==> src/rtl/arinc_filt_pkg.sv <==
package arinc_filt_pkg;
    localparam int WORD_W = 32;
    localparam int LBL_W  = 8;

    typedef enum logic [1:0] {
        ST_IDLE  = 2'd0,
        ST_CHECK = 2'd1,
        ST_WRITE = 2'd2
    } filt_state_e;
endpackage

==> src/rtl/label_table.sv <==
module label_table #(
    parameter int LBL_W = 8,
    parameter int DEPTH = 16,
    localparam int IDX_W = $clog2(DEPTH)
) (
    input  logic             clk,
    input  logic             rst_n,
    input  logic             we,
    input  logic [IDX_W-1:0] idx,
    input  logic [LBL_W-1:0] val,
    input  logic [LBL_W-1:0] probe,
    output logic             hit
);
    logic [LBL_W-1:0] entry_q [DEPTH];
    logic [DEPTH-1:0] match;

    for (genvar g = 0; g < DEPTH; g++) begin : g_entry
        always_ff @(posedge clk or negedge rst_n) begin
            if (!rst_n) begin
                entry_q[g] <= '0;
            end else if (we && (idx == IDX_W'(g))) begin
                entry_q[g] <= val;
            end
        end
        assign match[g] = (entry_q[g] == probe);
    end

    assign hit = |match;


    tbl_write_chk: assert property (@(posedge clk) disable iff (!rst_n)
        we |=> (entry_q[$past(idx)] == $past(val)));
endmodule

==> src/rtl/word_fifo.sv <==
module word_fifo #(
    parameter int W     = 32,
    parameter int DEPTH = 4,
    localparam int PTR_W = $clog2(DEPTH),
    localparam int CNT_W = PTR_W + 1
) (
    input  logic         clk,
    input  logic         rst_n,
    input  logic         push,
    input  logic [W-1:0] wdata,
    input  logic         pop,
    output logic [W-1:0] rdata,
    output logic         empty,
    output logic         full
);
    logic [W-1:0]     mem_q [DEPTH];
    logic [PTR_W-1:0] wr_ptr_q, rd_ptr_q;
    logic [CNT_W-1:0] cnt_q;
    logic             do_push, do_pop;

    assign empty   = (cnt_q == '0);
    assign full    = (cnt_q == CNT_W'(DEPTH));
    assign do_push = push && !full;
    assign do_pop  = pop && !empty;
    assign rdata   = mem_q[rd_ptr_q];

    for (genvar g = 0; g < DEPTH; g++) begin : g_slot
        always_ff @(posedge clk or negedge rst_n) begin
            if (!rst_n) begin
                mem_q[g] <= '0;
            end else if (do_push && (wr_ptr_q == PTR_W'(g))) begin
                mem_q[g] <= wdata;
            end
        end
    end

    always_ff @(posedge clk or negedge rst_n) begin
        if (!rst_n) begin
            wr_ptr_q <= '0;
            rd_ptr_q <= '0;
            cnt_q    <= '0;
        end else begin
            if (do_push) wr_ptr_q <= (wr_ptr_q == PTR_W'(DEPTH-1)) ? '0 : wr_ptr_q + 1'b1;
            if (do_pop)  rd_ptr_q <= (rd_ptr_q == PTR_W'(DEPTH-1)) ? '0 : rd_ptr_q + 1'b1;
            case ({do_push, do_pop})
                2'b10:   cnt_q <= cnt_q + 1'b1;
                2'b01:   cnt_q <= cnt_q - 1'b1;
                default: cnt_q <= cnt_q;
            endcase
        end
    end


    no_overflow_chk: assert property (@(posedge clk) disable iff (!rst_n)
        (push && full && !pop) |=> (full && $stable(wr_ptr_q) && $stable(rdata)));


    no_underflow_chk: assert property (@(posedge clk) disable iff (!rst_n)
        (pop && empty && !push) |=> (empty && $stable(rd_ptr_q)));


    count_range_chk: assert property (@(posedge clk) disable iff (!rst_n)
        cnt_q <= CNT_W'(DEPTH));
endmodule

==> src/rtl/arinc_rx_filter.sv <==
module arinc_rx_filter
    import arinc_filt_pkg::*;
#(
    parameter int TBL_DEPTH  = 16,
    parameter int FIFO_DEPTH = 4,
    localparam int IDX_W = $clog2(TBL_DEPTH)
) (
    input  logic              clk,
    input  logic              rst_n,
    input  logic              eos_i,
    input  logic [WORD_W-1:0] word_i,
    input  logic              par_en_i,
    input  logic              lbl_en_i,
    input  logic              sdi_en_i,
    input  logic [1:0]        sdi_ref_i,
    input  logic              tbl_we_i,
    input  logic [IDX_W-1:0]  tbl_idx_i,
    input  logic [LBL_W-1:0]  tbl_val_i,
    input  logic              rd_en_i,
    output logic [WORD_W-1:0] rd_data_o,
    output logic              empty_o,
    output logic              full_o
);
    filt_state_e       state_q, state_d;
    logic [WORD_W-1:0] word_q;
    logic              lbl_hit;
    logic              sdi_ok;
    logic              pass;
    logic              push;
    logic [WORD_W-1:0] store_word;

    label_table #(.LBL_W(LBL_W), .DEPTH(TBL_DEPTH)) u_tbl (
        .clk   (clk),
        .rst_n (rst_n),
        .we    (tbl_we_i),
        .idx   (tbl_idx_i),
        .val   (tbl_val_i),
        .probe (word_q[LBL_W-1:0]),
        .hit   (lbl_hit)
    );

    assign sdi_ok = (word_q[9:8] == sdi_ref_i);
    assign pass   = (!lbl_en_i || lbl_hit) && (!sdi_en_i || sdi_ok);

    // state register
    always_ff @(posedge clk or negedge rst_n) begin
        if (!rst_n) begin
            state_q <= ST_IDLE;
            word_q  <= '0;
        end else begin
            state_q <= state_d;
            if (state_q == ST_IDLE && eos_i) word_q <= word_i;
        end
    end

    // next state
    always_comb begin
        state_d = state_q;
        unique case (state_q)
            ST_IDLE:  if (eos_i) state_d = ST_CHECK;
            ST_CHECK: state_d = pass ? ST_WRITE : ST_IDLE;
            ST_WRITE: state_d = ST_IDLE;
            default:  state_d = ST_IDLE;
        endcase
    end

    // outputs
    always_comb begin
        push       = 1'b0;
        store_word = word_q;
        if (par_en_i) store_word[WORD_W-1] = ~(^word_q);
        unique case (state_q)
            ST_WRITE: push = 1'b1;
            default:  push = 1'b0;
        endcase
    end

    word_fifo #(.W(WORD_W), .DEPTH(FIFO_DEPTH)) u_fifo (
        .clk   (clk),
        .rst_n (rst_n),
        .push  (push),
        .wdata (store_word),
        .pop   (rd_en_i),
        .rdata (rd_data_o),
        .empty (empty_o),
        .full  (full_o)
    );


    eos_capture_chk: assert property (@(posedge clk) disable iff (!rst_n)
        (state_q == ST_IDLE && eos_i) |=> (state_q == ST_CHECK && word_q == $past(word_i)));


    write_order_chk: assert property (@(posedge clk) disable iff (!rst_n)
        (state_q == ST_WRITE) |-> ($past(state_q) == ST_CHECK));


    label_gate_chk: assert property (@(posedge clk) disable iff (!rst_n)
        (push && lbl_en_i) |-> lbl_hit);


    sdi_gate_chk: assert property (@(posedge clk) disable iff (!rst_n)
        (push && sdi_en_i) |-> (word_q[9:8] == sdi_ref_i));
endmodule

==> config.mk <==
export PLATFORM = sky130hd
export DESIGN_NAME = arinc_rx_filter
export DESIGN_NICKNAME = d
export VERILOG_FILES = /design/src/rtl/arinc_filt_pkg.sv /design/src/rtl/label_table.sv /design/src/rtl/word_fifo.sv /design/src/rtl/arinc_rx_filter.sv
export SDC_FILE = /design/constraint.sdc
export NUM_CORES = 1
export LEC_CHECK = 0
export BUFFER_PORTS_ARGS = -buffer_cell sky130_fd_sc_hd__buf_2
export CAP_MARGIN = 0
export CORE_MARGIN = 2
export CORE_UTILIZATION = 40
export DETAILED_ROUTE_END_ITERATION = 12
export PLACE_DENSITY_LB_ADDON = 0.1
export RECOVER_POWER = 100
export SETUP_SLACK_MARGIN = 0.4
export SKIP_CTS_REPAIR_TIMING = 1
export SLEW_MARGIN = 20
export SYNTH_ARGS = -nofsm -noshare
export SYNTH_HDL_FRONTEND = slang
export SYNTH_SLANG_ARGS = --single-unit
==> constraint.sdc <==
create_clock -name clk -period 5.15 [get_ports clk]
set_clock_uncertainty 0.1 [all_clocks]
set_input_delay 0.2575 -clock clk [delete_from_list [all_inputs] [get_ports clk]]
set_output_delay 0.2575 -clock clk [all_outputs]
set_load 0.02 [all_outputs]
# Yosys cells after proc, flatten, opt, wreduce, memory -nomap -nowiden
# Cells that the tools add are included.
totals:
  regBits: 297
  latchBits: 0
  ramBits: 0
  romBits: 0
  wordCells: 122
  memories: 0
op_classes:
  add_sub_neg: 4
  n_mul: 0
  n_div: 0
  order_cmp: 1
  n_eq_ne: 42
  n_shift: 0
  muxes: 11
  bitwise_logic: 2
  n_reduce_logical: 37
op_table:
  columns: ["operator", "count"]
  rows:
  - ["== test 8 bit", 16]
  - ["binary-select mux 32 bit (select 2 bit)", 1]
  - ["two-way mux 32 bit", 2]
  - ["== test 4 bit, second input constant", 8]
  - ["XOR reduction 32 bit", 1]
  - ["logical AND 1 bit", 24]
  - ["== test 4 x 3 -> 1 bit, second input constant", 4]
  - ["OR reduction 16 bit", 1]
  - ["== test 2 bit, second input constant", 5]
  - ["== test 4 x 2 -> 1 bit, second input constant", 2]
  - ["two-way mux 2 bit", 4]
  - ["== test 2 x 1 -> 1 bit, second input constant", 3]
  - ["case mux 3 bit (2 select lines)", 1]
  - ["adder 2 x 1 -> 2 bit, second input constant", 2]
  - ["== test 4 x 1 -> 1 bit, second input constant", 1]
  - ["logical NOT 1 bit", 4]
  - ["logical NOT 2 bit", 2]
  - ["logical NOT 4 bit", 1]
  - ["case mux 2 bit (2 select lines)", 1]
  - ["adder 3 x 1 -> 3 bit, second input constant", 1]
  - ["== test 3 bit, second input constant", 1]
  - ["greater-or-equal comparator 3 bit, second input constant", 1]
  - ["logical NOT 3 bit", 1]
  - ["inverter 2 -> 3 bit", 1]
  - ["7 further kinds", 9]

# Logic depth before layout (Yosys ltp)
logic_depth:
  ltp_word: 6
  depth_mapped: 11

# Cells and area by module
# Synthesis repeated with hierarchy kept, for this count alone.
hier_totals:
  hier_cells: 947
  hier_area_um2: 14028.5
modules_own_cells:
  columns: ["mod", "instances", "cells_per_inst", "area_each_um2", "seq_area_each_um2"]
  rows:
  - ["label_table", 1, 488, 6470.0, 3203.1]
  - ["word_fifo", 1, 351, 5988.2, 3378.2]
  - ["arinc_rx_filter", 1, 108, 1570.3, 850.8]

# Worst setup path before layout
# Ideal clock, no wire load.
synth_path:
  path_kind: "register -> register"
  from: "register u_fifo.cnt_q[0]"
  to: "register u_fifo.cnt_q[2]"
  arrival_time_ns: 1.981
  t_required_ns: 4.925
  path_slack_ns: 2.944
  stages_incl_launch_ff: 10
  path_buffers: 0
  period_less_slack_ns: 2.206
  path_cell_list: "dfrtp_1 nor3_1 nand2b_1 inv_1 ha_1 inv_1 fa_1 xor2_1 nor2_1 xor2_1"
synth_via:
  elab_chain_len: 5
  elab_cells_between_ends: 12
  classes_between: "2 x add/sub; 3 x eq/ne; 1 x mux; 6 x reduce/logical"
synth_lines:
  columns: ["element", "line", "source"]
  rows:
  - ["start, declared", "word_fifo.sv:18", "logic [CNT_W-1:0] cnt_q;"]
  - ["start signal, assigned", "word_fifo.sv:46", "2'b10: cnt_q <= cnt_q + 1'b1;"]
  - ["start signal, assigned", "word_fifo.sv:47", "2'b01: cnt_q <= cnt_q - 1'b1;"]
  - ["start signal, assigned", "word_fifo.sv:48", "default: cnt_q <= cnt_q;"]
  - ["logical NOT 3 bit (*)", "word_fifo.sv:21", "assign empty = (cnt_q == '0);"]
  - ["via empty_o", "arinc_rx_filter.sv:21", "output logic empty_o,"]
  - ["logical NOT 1 bit (*)", "word_fifo.sv:24", "assign do_pop = pop && !empty;"]
  - ["logical AND 1 bit (*)", "word_fifo.sv:24", null]
  - ["via u_fifo.do_pop", "word_fifo.sv:19", "logic do_push, do_pop;"]
  - ["== test 2 x 1 -> 1 bit / == test 2 bit (equally long branches)", "word_fifo.sv:45", "case ({do_push, do_pop})"]
  - ["case mux 3 bit (2 select lines) / nonzero test 2 bit (equally long branches)", null, null]
# Mark *: on every way through the listed nets, which the timed path passes. The rest lies on a longest branch.
# A chain may end at the register's enable or synchronous reset.

# Final worst setup path
layout_path:
  from: "register state_q[1]"
  to: "register word_q[9]"
layout_via:
  elab_chain_len: 2
layout_lines:
  columns: ["element", "line", "source"]
  rows:
  - ["start, declared", "arinc_rx_filter.sv:24", "filt_state_e state_q, state_d;"]
  - ["start signal, assigned", "arinc_rx_filter.sv:51", "state_q <= state_d;"]
  - ["logical NOT 2 bit", "arinc_rx_filter.sv:52", "if (state_q == ST_IDLE && eos_i) word_q <= word_i;"]
  - ["logical AND 1 bit", "arinc_rx_filter.sv:52", null]
  - ["end signal, assigned", "arinc_rx_filter.sv:52", null]
  - ["end, declared", "arinc_rx_filter.sv:25", "logic [WORD_W-1:0] word_q;"]
# Every way passes these cells.

==> run metrics <==
Place WS about 2.5 ns; violated checks max-capacitance violations, max-slew violations; 1st-iter DRT viols around 280; RSZ-0062 raised after global routing false; Ports 88; starting density of the core around 41%; Syn Inst Count between 900 and 1000; slowest stage delay, CP between 2 and 2.5 ns; CP Cell Sequence nor3b_1, buf_4, mux2_2; Total Die Area between 30000 and 40000 µm²; Mean Syn Cell Area between 10 and 15 µm²; WL final between 30000 and 40000 µm; overall via count from detail_route between 7000 and 8000; Reg2Reg Capture Point word_q[9]; setup TNS 0 ns; worst vdd ir 270.7 µV; core area ~35000 µm²; CTS buffer count 35; Routability Congestion ~0.74; cell depth of the worst min-delay path 3; sequential area share after synthesis between 50% and 60%; final hold violations 0; clock network fraction of design power about a quarter; Max transition margin -80.94%; Clk Latency, worst-skew pair 0.51 ns; largest net degree at the start of global routing ~110; Final ANT Viol Nets 0; WS Path Type reg2reg; internal reg-to-reg setup slack ~1.4 ns; Hold Path Sink u_fifo.rd_ptr_q[0]; Routed WL per cell about 21 µm; WHS 0.04460 ns; Max-Cap Viols 4; # fillers 3182; startpoint types register; drt pass-1 iters 4; fin crit period ~3.8 ns; Buffers on Ports 87; dominant synthesized flop cell dfrtp_1; Final WS setup roughly 1.4 ns; final non-filler cell total around 1500; mapped cell area 14110 µm²; CP top delay family simple AND/OR/NAND/NOR gates; leakage power about 7.1 nW; most numerous cell in the Yosys netlist dfrtp_1; crit end category register; largest cells by area after synthesis dfrtp_1 (53%), mux2_2 (18%), mux2_4 (6.2%), xnor2_1 (5.8%), mux4_2 (5.1%); FMAX 0.2644 GHz; drc violations 0; Synth Warn # 0; vias in the first global route 8374; die height 191.9 µm; Setup-failing EPs final 0; layout cells sized above 1 roughly 35%; run status finished with violations; Worst EP arrival approximately 4 ns; initial antenna violation count 0; # diodes 0; syn nets 1022; Yosys reg bits between 200 and 300; leading area contributor after synthesis dfrtp_1; CTS Buffer Depth 3; CTS tree done; hold crit path type in2reg; part of the power in registers approximately 42%; Vias/cell just over 5; FF/Latch Area between 7000 and 8000 µm²; Comb pwr share around a third; Crit path buffers/inverters 1; final-report max-slew violation count ~150; Int Pwr between 0.006 and 0.007 W; number of flops mapped to enable cells by yosys 0; Tcrit/Tclk final between 70% and 80%; worst reg-to-reg path cell count 3; crit-path max FO 19; Sw Ratio 32.96%; placed cell count 1454; total chip power between 0.008 and 0.009 W; hold path start rd_en_i; Die Wd about 190 µm; FP Rows 68; CP required between 5 and 6 ns; Reg-to-Reg Start state_q[1]; Worst-Margin Slew about 2.7 ns; Tot GR Track Use between 15 and 20%; Layout Nets about 1100; clock-pin slew on the worst setup and hold paths roughly 0.06 ns; Remaining Overflow, GRT 0; top cells by count, synth dfrtp_1 (297), mux2_2 (227), xnor2_1 (93); first-pass GRT wire length approximately 51000 µm; Area growth syn-to-layout 13.63%; hpwl dp between 20000 and 25000 µm; PD cells roughly 560 nW/µm²; CTS HTree Levels 2; Yosys cell types 35; Slowest cell on crit path nor3b_1; clk sinks ~300; Sw Pwr 0.002961 W; asr flop ratio synth 100.0%; area occupied by multi-input gates between 6000 and 7000 µm²; Root Driver clkbuf_16; post-synth top area share a little over half
-- registers in the layout (all words and copies together) (netlist names) --
| signal | cells |
|---|---|
| u_fifo.mem_q | 128 |
| u_tbl.entry_q | 128 |
| word_q | 32 |
| u_fifo.cnt_q | 3 |
| state_q | 2 |
| u_fifo.rd_ptr_q | 2 |
| u_fifo.wr_ptr_q | 2 |
-- layer usage --
layer	up-vias	track usage (%)	part of all wire, %
met3	39	2.832	2.9
met1	4111	24.83	47
met5	-	0	0
met2	98	30.88	49
li1	3607	-	-
met4	0	3.905	1.5
-- cell usage in the layout, fill, tap and decap left out, drive strengths merged, types with 6 or more instances in the layout --
cell and count:
nor4 17, nand4 16, dlygate4sd3 34, dfrtp 297, o21ai 15, clkbuf 90, nor2 11, ha 6
nand2 14, mux2 285, buf 62, xnor2 93, xor2 71, inv 8, mux4 32
-- final cells by class --
| cell class | count | area share [%] |
|---|---|---|
| clock inverters | 5 | 0.1794 |
| clock buffers | 52 | 6.561 |
| flip-flops and latches | 297 | 46.35 |
| repair buffers | 134 | 5.219 |
| multi-input cells | 595 | 37.98 |
| well taps | 455 | 3.549 |
| inverters | 7 | 0.1638 |
-- logic make-up after synthesis --
kind of cell | after synthesis | synth area share, %
and+or+nand+nor | 84 | 3.537
DFF | 297 | 52.65
adders and majority gates | 7 | 0.6737
buffers and inverters | 69 | 2.553
xor gates and xnor gates | 164 | 10.18
muxes | 322 | 29.74
AOI/OAI and AO/OA | 18 | 0.6648
-- per-stage QoR --
| stage | utilization [%] | area (µm²) |
|---|---|---|
| floorplan | - | 14110 |
| global placement | 43.08 | 14920 |
| detailed placement | 43.08 | 14920 |
| CTS | 46.21 | 16000 |
| global route | 46.32 | 16040 |
| finish | 46.32 | 16040 |
-- worst max path at each step --
stage	startpoint	to	slack, ns	cells after the start
5_1_grt	u_fifo.cnt_q[0]	u_fifo.mem_q[103]	1.07	5
6_report	state_q[1]	word_q[9]	1.37	3
3_5_place_dp	u_fifo.cnt_q[0]	u_fifo.mem_q[109]	2.48	5
2_1_floorplan	u_fifo.cnt_q[0]	u_fifo.cnt_q[2]	2.94	9
3_3_place_gp	u_fifo.cnt_q[0]	u_fifo.mem_q[111]	2.51	5
4_1_cts	u_fifo.rd_ptr_q[0]	rd_data_o[2]	2.08	3
-- power groups by stage --
| stage | logic, W | registers (W) | clock network, W |
|---|---|---|---|
| after floorplan | 0.00258 | 0.00348 | 0 |
| after global placement | 0.00308 | 0.00385 | 0 |
| after detailed placement | 0.00312 | 0.00386 | 0 |
| after CTS | 0.00313 | 0.00382 | 0.00242 |
| after global routing | 0.00312 | 0.00391 | 0.00251 |
| final | 0.00285 | 0.00379 | 0.00234 |
-- worst min-delay path, cell delays in order --
cell and delay [ns]:
buf_2 0.10, nand2b_1 0.13, a21o_1 0.13
No activity file was read; power rests on OpenSTA's default activity.
